--- src/rtl/flash_guard_pkg.sv ---
package flash_guard_pkg;

  localparam int TAG_W      = 4;
  localparam int MASK_W     = 1 << TAG_W;
  localparam int PAGE_BITS  = 12;
  localparam int RD_FLAG    = 0;
  localparam int WR_FLAG    = 1;

  typedef enum logic [1:0] {
    SEL_BASE   = 2'd0,
    SEL_HIGH   = 2'd1,
    SEL_OVR    = 2'd2,
    SEL_OFFSET = 2'd3
  } cfg_sel_e;

  // Address after the global offset is applied (wraparound not handled).
  function automatic logic [31:0] shifted_addr(input logic [31:0] a, input logic [31:0] off);
    return a + off;
  endfunction

  // Lowest byte covered by a region.
  function automatic logic [31:0] floor_of(input logic [31:0] reg_val);
    return {reg_val[31:PAGE_BITS], {PAGE_BITS{1'b0}}};
  endfunction

  // Highest byte covered by a region, inclusive, page granular.
  function automatic logic [31:0] ceil_of(input logic [31:0] reg_val);
    return {reg_val[31:PAGE_BITS], {PAGE_BITS{1'b1}}};
  endfunction

  // Inclusive overlap of [ea, ea+len-1] with [lo, hi]; empty requests never overlap.
  function automatic logic spans(input logic [31:0] ea, input logic [31:0] len,
                                 input logic [31:0] lo, input logic [31:0] hi);
    logic [31:0] last;
    last = ea + len - 32'd1;
    return (len != 32'd0) && (lo <= last) && (ea <= hi);
  endfunction

endpackage

--- src/rtl/guard_region_bank.sv ---
module guard_region_bank
  import flash_guard_pkg::*;
#(
  parameter int NUM_REGIONS = 4,
  parameter int IDX_W       = 3
) (
  input  logic                        clk,
  input  logic                        rst_n,
  input  logic                        cfg_we,
  input  logic [1:0]                  cfg_sel,
  input  logic [IDX_W-1:0]            cfg_idx,
  input  logic [31:0]                 cfg_wdata,
  output logic [NUM_REGIONS-1:0][31:0] base_q,
  output logic [NUM_REGIONS-1:0][31:0] high_q,
  output logic [NUM_REGIONS-1:0][31:0] ovr_q,
  output logic [31:0]                 offset_q
);

  cfg_sel_e sel;
  logic     idx_in_range;
  logic     region_write;
  logic     rejected_write;

  assign sel            = cfg_sel_e'(cfg_sel);
  assign idx_in_range   = (int'(cfg_idx) < NUM_REGIONS);
  assign region_write   = cfg_we && (sel != SEL_OFFSET);
  assign rejected_write = region_write && !idx_in_range;

  always_ff @(posedge clk or negedge rst_n) begin
    if (!rst_n) offset_q <= '0;
    else if (cfg_we && sel == SEL_OFFSET) offset_q <= cfg_wdata;
  end

  for (genvar g = 0; g < NUM_REGIONS; g++) begin : g_region
    logic picked;
    assign picked = region_write && idx_in_range && (int'(cfg_idx) == g);

    always_ff @(posedge clk or negedge rst_n) begin
      if (!rst_n) begin
        base_q[g] <= '0;
        high_q[g] <= '0;
        ovr_q[g]  <= '0;
      end else if (picked) begin
        unique case (sel)
          SEL_BASE: base_q[g] <= cfg_wdata;
          SEL_HIGH: high_q[g] <= cfg_wdata;
          SEL_OVR:  ovr_q[g]  <= cfg_wdata;
          default:  ;
        endcase
      end
    end
  end


  rejected_write_chk: assert property (@(posedge clk) disable iff (!rst_n)
    rejected_write |=> ($stable(base_q) && $stable(high_q) && $stable(ovr_q)));

endmodule

--- src/rtl/guard_region_match.sv ---
module guard_region_match
  import flash_guard_pkg::*;
(
  input  logic [31:0]      ea,
  input  logic [31:0]      len,
  input  logic [TAG_W-1:0] tag,
  input  logic             is_write,
  input  logic [31:0]      base_reg,
  input  logic [31:0]      high_reg,
  input  logic [31:0]      ovr_reg,
  output logic             hit,
  output logic             block
);

  logic [MASK_W-1:0] rd_mask;
  logic [MASK_W-1:0] wr_mask;
  logic              guarded;
  logic              exempt;

  assign rd_mask = ovr_reg[31:16];
  assign wr_mask = ovr_reg[15:0];

  assign hit     = spans(ea, len, floor_of(base_reg), ceil_of(high_reg));
  assign guarded = is_write ? base_reg[WR_FLAG] : base_reg[RD_FLAG];
  assign exempt  = is_write ? wr_mask[tag] : rd_mask[tag];
  assign block   = hit && guarded && !exempt;

endmodule

--- src/rtl/flash_guard.sv ---
module flash_guard
  import flash_guard_pkg::*;
#(
  parameter int NUM_REGIONS = 4,
  parameter int IDX_W       = 3,
  parameter int LEN_W       = 12
) (
  input  logic             clk,
  input  logic             rst_n,
  input  logic             cfg_we,
  input  logic [1:0]       cfg_sel,
  input  logic [IDX_W-1:0] cfg_idx,
  input  logic [31:0]      cfg_wdata,
  input  logic             req_valid,
  input  logic [31:0]      req_addr,
  input  logic [LEN_W-1:0] req_len,
  input  logic [3:0]       req_tag,
  input  logic             req_write,
  output logic             rsp_valid,
  output logic             rsp_blocked
);

  logic [NUM_REGIONS-1:0][31:0] base_q;
  logic [NUM_REGIONS-1:0][31:0] high_q;
  logic [NUM_REGIONS-1:0][31:0] ovr_q;
  logic [31:0]                  offset_q;
  logic [31:0]                  ea;
  logic [31:0]                  len32;
  logic [NUM_REGIONS-1:0]       hit_vec;
  logic [NUM_REGIONS-1:0]       block_vec;
  logic                         any_block;

  guard_region_bank #(.NUM_REGIONS(NUM_REGIONS), .IDX_W(IDX_W)) u_bank (
    .clk      (clk),
    .rst_n    (rst_n),
    .cfg_we   (cfg_we),
    .cfg_sel  (cfg_sel),
    .cfg_idx  (cfg_idx),
    .cfg_wdata(cfg_wdata),
    .base_q   (base_q),
    .high_q   (high_q),
    .ovr_q    (ovr_q),
    .offset_q (offset_q)
  );

  assign ea    = shifted_addr(req_addr, offset_q);
  assign len32 = 32'(req_len);

  for (genvar g = 0; g < NUM_REGIONS; g++) begin : g_match
    guard_region_match u_match (
      .ea      (ea),
      .len     (len32),
      .tag     (req_tag),
      .is_write(req_write),
      .base_reg(base_q[g]),
      .high_reg(high_q[g]),
      .ovr_reg (ovr_q[g]),
      .hit     (hit_vec[g]),
      .block   (block_vec[g])
    );
  end

  assign any_block = |block_vec;

  always_ff @(posedge clk or negedge rst_n) begin
    if (!rst_n) begin
      rsp_valid   <= 1'b0;
      rsp_blocked <= 1'b0;
    end else begin
      rsp_valid   <= req_valid;
      rsp_blocked <= req_valid && any_block;
    end
  end


  strobe_follow_chk: assert property (@(posedge clk) disable iff (!rst_n)
    req_valid |=> rsp_valid);

  strobe_idle_chk: assert property (@(posedge clk) disable iff (!rst_n)
    !req_valid |=> !rsp_valid);

  blocked_gated_chk: assert property (@(posedge clk) disable iff (!rst_n)
    rsp_blocked |-> rsp_valid);

  empty_request_chk: assert property (@(posedge clk) disable iff (!rst_n)
    (req_valid && req_len == '0) |=> !rsp_blocked);

  block_needs_hit_chk: assert property (@(posedge clk) disable iff (!rst_n)
    (block_vec & ~hit_vec) == '0);

endmodule

--- config.mk ---
export PLATFORM = sky130hd
export DESIGN_NAME = flash_guard
export DESIGN_NICKNAME = d
export VERILOG_FILES = /design/src/rtl/flash_guard_pkg.sv /design/src/rtl/guard_region_bank.sv /design/src/rtl/guard_region_match.sv /design/src/rtl/flash_guard.sv
export SDC_FILE = /design/constraint.sdc
export NUM_CORES = 1
export LEC_CHECK = 0
export CAP_MARGIN = 20
export CORE_ASPECT_RATIO = 0.9
export CORE_MARGIN = 3
export CORE_UTILIZATION = 65
export DETAILED_ROUTE_END_ITERATION = 7
export PLACE_DENSITY_LB_ADDON = 0.3
export SLEW_MARGIN = 20
export SYNTH_ARGS = -nofsm -noshare
export SYNTH_HDL_FRONTEND = slang
export SYNTH_HIERARCHICAL = 1
export SYNTH_SLANG_ARGS = --single-unit
--- constraint.sdc ---
create_clock -name clk -period 10.4 [get_ports clk]
set_clock_uncertainty 0.05 [all_clocks]
set_input_delay 2.08 -clock clk [delete_from_list [all_inputs] [get_ports clk]]
set_output_delay 2.08 -clock clk [all_outputs]
set_load 0.01 [all_outputs]
==> qor.txt, run 1 <==
R2R depth = 31
clock buffer count from CTS = 38
floorplan row count = 73
relative max-transition margin = 14.5%
number of search-and-repair iterations in the first detailed-routing pass = 5
number of maximum-capacitance violations = 0
die extent in x = 230 um
Pins Over Slew Limit = 0
CTS H-tree depth = 2
Arrival @ worst endpoint = 9720 ps
slew of the pin with the lowest slew margin = 1280 ps
reg2reg start = u_bank/offset_q[0]
category of the worst setup path launch point = input port
Core ar. = 0.0443 mm2
share of the clock period used by the worst path = 89.1%
routability cong. = 0.968
run status = completed
overall die area = 0.0476 mm2
half-perimeter wire length of the detailed placement result = 62.6 mm
DRC violations left = 0
PostCTS Resize Cnt = 0
footprint of the multi-input gates = 0.0189 mm2
crit path capture type = flop
Routed WL per cell = 22.4 um
Syn Std Cell Area = 0.0293 mm2
total of warnings raised by yosys = 6
number of routed nets with antenna violations = 0
TNS Setup = 0 ps
count of input and output buffers = 91
worst-path fanout max = 6
pin count of the biggest net entering global routing = 94
commonest non-fill, non-tap cells in the layout = 595 x inv_1, 435 x ha_1, 330 x dfrtp_1
root buffer selected by CTS = clkbuf_16
WP data required = 10850 ps
via count of the first global-routing pass = 24.4k
quantity of hold-fixing buffers added after cts = 0
Slowest cell on crit path = xnor2_1
crit-path most repeated cell = ha_1
DR iter-0 viols = 2504
area grow syn2layout = 12.1%
global-route wire length before repair = 136 mm
most common library cell in the layout ignoring fill and taps = inv_1
minimum hold slack = 447 ps
Die Y-Extent = 207 um
io pins = 92
post-synthesis cell count = 3078
Layout fillers = 3114
final period demand of the worst path = 9270 ps
hold path cells = 1
global-route usage over all layers = 36.4%
PwrDens = 318 mW/mm2
share of cells above drive strength 1 = 16.1%
global route total overflow = 0
Post-CTS Setup Repair Bufs = 0
terminus of the critical flop-to-flop path = rsp_blocked
Hold Crit Start = u_bank/base_q[116]
Hold Crit Endpoint = u_bank/base_q[116]
final-report setup violation count = 0
minimum setup slack among reg-to-reg paths = 2720 ps
clock latency at the later pin of the worst-skew pair = 570 ps
clock-pin slew of the registers on the worst-case setup and hold paths = 60 ps
achievable frequency = 108 MHz
RSZ-0062 raised after global routing = no
initial antenna violation count = 6
CTS tree = yes
number of vias per cell after detailed routing = 6.16
type of the worst setup path = input port to flop
area used by sequential logic in the layout = 0.00826 mm2
layout net count = 3858
final-report hold violation count = 0
sink count of the clock tree = 330
Mapped Avg Cell Area = 9.51 um2
type of the most critical hold path = flop to flop
buffer depth of the longest clock path = 3
initial core utilization = 66.1%
maximum VDD drop = 179 uV
Final Routed Wirelength = 88.5 mm
via count = 24.4k
static leakage = 16.7 nW
Crit path largest cell delay = 670 ps
stage by stage:
step | setup WS [ps] | area (um2) | std cells | utilization (%) | power [W]
after floorplan | 2020 | 29900 | 3237 | - | 0.00692
after global routing | 668 | 32800 | 3957 | 74.1 | 0.0113
final | 1130 | 32800 | 3960 | 74.1 | 0.0105
after CTS | 1230 | 32700 | 3953 | 73.9 | 0.0103
after global placement | 780 | 31500 | 3885 | 71.0 | 0.00852
after detailed placement | 683 | 31400 | 3885 | 71.0 | 0.00880
flip-flops by register name, indices dropped and copies added (netlist names):
name	cells
u_bank/base_q	88
u_bank/offset_q	32
u_bank/ovr_q	128
rsp_valid	1
rsp_blocked	1
u_bank/high_q	80
critical path: cells and delay by family:
| family | cells | cell delay [ps] |
|---|---|---|
| multiplexers | 1 | 150 |
| XOR/XNOR | 1 | 670 |
| AND/OR/NAND/NOR | 7 | 1760 |
| AO/OA/AOI/OAI | 13 | 3110 |
| buffers and inverters | 3 | 660 |
| adder cells (fa/ha/maj) | 4 | 1250 |
worst max path at each step:
stage | slack [ps] | cells after the start | to | from
after floorplan | 2020 | 30 | rsp_blocked | req_addr[0]
after global placement | 780 | 31 | rsp_blocked | req_addr[1]
after detailed placement | 680 | 32 | rsp_blocked | req_addr[0]
after CTS | 1230 | 32 | rsp_blocked | req_addr[0]
after global routing | 670 | 31 | rsp_blocked | req_addr[1]
final | 1130 | 29 | rsp_blocked | req_addr[1]
layout make-up:
class	count	share of cell area, %
well taps	600	2.29
diodes	4	0.0305
multi-input cells	2218	57.7
clock inverters	15	0.686
flip-flops and latches	330	25.2
inverters	596	6.81
repair buffers	144	4.06
clock buffers	53	3.28
report_power, final:
group	switching (W)	internal (W)	total [W]
combinational	0.00427	0.00308	0.00735
clock	0.000576	0.000832	0.00141
sequential	0.000161	0.00154	0.00170
metal layers:
metal | share of wire [%] | vias to the layer above | track usage [%]
met1 | 41 | 11800 | 47.7
li1 | - | 11100 | -
met3 | 8.5 | 313 | 7.23
met2 | 45 | 1109 | 58.4
met5 | 0 | - | 0
met4 | 5.3 | 0 | 17.3
No activity file was read; power rests on OpenSTA's default activity.
==> inputs of run 2 (changes only) <==
- CORE_MARGIN: 3 -> 2
- SKIP_CTS_REPAIR_TIMING: unset -> 1
==> run 2 against run 1 <==
  * Cell count shrank 0.18%
  * Design area shrank 0.31%
  * Die area shrank 1.8%
  * Clock power is essentially flat
  * Register-to-register slack lost 210 ps
  * Wire length shrank 1.9%
  * Sequential share of layout area grew 0.078 points
  * Critical endpoint unchanged
  * Largest power group unchanged
==> qor.txt, run 2 (synthesis gave the netlist of run 1 again) <==
CTS tree = yes
switching fraction of total power = 47.9% (about the same)
most common library cell in the layout ignoring fill and taps = inv_1
crit-path most repeated cell = ha_1
Pins Over Slew Limit = 0 (unchanged)
via count of the first global-routing pass = 24.6k (+0.97%)
Total Power Consumption = 0.0105 W (+0.31%)
WP data required = 10870 ps (+20 ps)
final period demand of the worst path = 9450 ps (+188 ps)
Die Y-Extent = 205 um (-0.96%)
initial antenna violation count = 5 (-1)
PwrDens = 320 mW/mm2 (+0.62%)
share of the clock period used by the worst path = 90.9% (+1.8 points)
worst-path fanout max = 7 (+1)
type of the worst setup path = input port to flop
Routed WL per cell = 22.0 um (-1.7%)
maximum VDD drop = 169 uV (-5.4%)
root buffer selected by CTS = clkbuf_16
CTS H-tree depth = 2 (unchanged)
RSZ-0062 raised after global routing = no
final-report setup violation count = 0 (unchanged)
routability cong. = 1.00 (+3.5%)
commonest non-fill, non-tap cells in the layout = 595 x inv_1, 435 x ha_1, 330 x dfrtp_1
number of routed nets with antenna violations = 0 (unchanged)
Core ar. = 0.0443 mm2 (unchanged)
cell count after placement = 3881 (-0.10%)
fin worst setup slack = 946 ps (-188 ps)
Placement Setup Slack = 619 ps (-64.0 ps)
sink count of the clock tree = 330 (unchanged)
half-perimeter wire length of the detailed placement result = 62.0 mm (-1.0%)
clock-pin slew of the registers on the worst-case setup and hold paths = 60 ps (about the same)
overall die area = 0.0468 mm2 (-1.8%)
global route total overflow = 0 (unchanged)
category of the worst setup path launch point = input port
Crit path largest cell delay = 530 ps (-140 ps)
number of vias per cell after detailed routing = 6.17 (+0.27%)
buffer depth of the longest clock path = 3 (unchanged)
Biggest register = u_bank/ovr_q
global-route usage over all layers = 37.4% (+0.93 points)
die extent in x = 228 um (-0.87%)
fraction of the core area covered by cells at the end of the flow = 73.9% (-0.23 points)
clock latency at the later pin of the worst-skew pair = 590 ps (+20 ps)
area grow syn2layout = 11.8%
CP bufs+invs = 3 (unchanged)
Arrival @ worst endpoint = 9930 ps (+210 ps)
Largest register FFs = 128 (unchanged)
fraction of power consumed by the clock network = 13.7% (+0.2 points)
run status = completed
floorplan row count = 73 (unchanged)
top flop regs = u_bank/ovr_q (128), u_bank/base_q (88), u_bank/high_q (80)
relative max-transition margin = 14.2% (-0.33 points)
share of cells above drive strength 1 = 15.9% (-0.26 points)
final-report hold violation count = 0 (unchanged)
via count = 24.4k (+0.094%)
switching power total = 0.00502 W (+0.34%)
global-route wire length before repair = 135 mm (-0.52%)
type of the most critical hold path = flop to flop
io pins = 92 (unchanged)
final instance count without filler cells = 3953 (-0.18%)
number of search-and-repair iterations in the first detailed-routing pass = 6 (+1)
DR iter-0 viols = 2110 (-16%)
cell type group with the largest total delay on the critical path = compound AO/OA/AOI/OAI gates
pin count of the biggest net entering global routing = 90 (-4.3%)
combinational group share of total power = 70.2% (about the same)
TNS Setup = 0 ps (unchanged)
Slowest cell on crit path = xnor2_1
clock buffer count from CTS = 39 (+2.6%)
Reg power frac = 16.1% (about the same)
count of input and output buffers = 91 (unchanged)
Final Routed Wirelength = 86.9 mm (-1.9%)
achievable frequency = 106 MHz (-2.0%)
slew of the pin with the lowest slew margin = 1280 ps (+4.92 ps)
DRC violations left = 0 (unchanged)
crit path capture type = flop
number of maximum-capacitance violations = 0 (unchanged)
initial core utilization = 66.1% (unchanged)
internal power summed over all cells = 0.00546 W (+0.27%)
layout net count = 3852 (-0.16%)
static leakage = 16.6 nW (-0.41%)
-- run 2: cell types whose count changed in the layout (fill, tap and decap cells not counted), sizes merged --
cell,previous run,this run
diode,4,6
buf,59,52
clkinvlp,1,3
inv,598,600
clkbuf,53,49
bufinv,4,5
clkinv,8,5
-- run 2: worst reg2reg max path, delay by kind of cell, from the launching register on --
kind                       cells  cell delay [ps]
DFF                            1              380
AOI/OAI and AO/OA             15             3460
and+or+nand+nor                7             1610
adders and majority gates      5             1530
buffers and inverters          2              150
xor gates and xnor gates       1              530
muxes                          1              140
-- run 2: routing by layer --
| layer | track usage, % | routed length, um | part of all wire, % |
|---|---|---|---|
| met1 | 47.9 | 35000 | 40 |
| met2 | 59.9 | 38700 | 45 |
| met3 | 7.51 | 8200 | 9.4 |
| met4 | 20.3 | 5010 | 5.8 |
| met5 | 0 | 0 | 0 |
-- run 2: through the flow --
stage / hold WS (ps) / instance area (um2)
after detailed placement: 438 / 31400
final: 448 / 32700
after floorplan: 415 / 29900
after global routing: 466 / 32700
after global placement: 427 / 31400
after CTS: 451 / 32700
-- run 2: power groups by stage --
| stage | Sequential [W] | Clock, W | Combinational, W |
|---|---|---|---|
| 5_1_grt | 0.00171 | 0.00149 | 0.00813 |
| 6_report | 0.00169 | 0.00143 | 0.00736 |
| 2_1_floorplan | 0.00164 | 0 | 0.00528 |
| 4_1_cts | 0.00168 | 0.00144 | 0.00721 |
| 3_5_place_dp | 0.00170 | 0 | 0.00711 |
| 3_3_place_gp | 0.00168 | 0 | 0.00685 |
-- run 2: worst paths after layout --
kind	start	endpoint	slack, ps	depth (start not counted)
max	req_addr[0]	rsp_blocked	950	32
max in group asynchronous	rst_n	u_bank/ovr_q[86]	6890	3
min	u_bank/base_q[113]	u_bank/base_q[113]	450	1
min reg2reg	u_bank/base_q[113]	u_bank/base_q[113]	450	1
min in group asynchronous	rst_n	u_bank/offset_q[31]	1420	1
max reg2reg	u_bank/offset_q[0]	rsp_blocked	2510	31
-- run 2: final cells by class --
cell class                 count  area (um2)
sequential                   330        8260
timing repair buffer         137        1240
fill                        3171       11600
inverter                     596        2240
tap                          600         751
antenna                        6        15.0
clock buffer                  49        1040
clock inverter                17         259
multi-input combinational   2218       18900
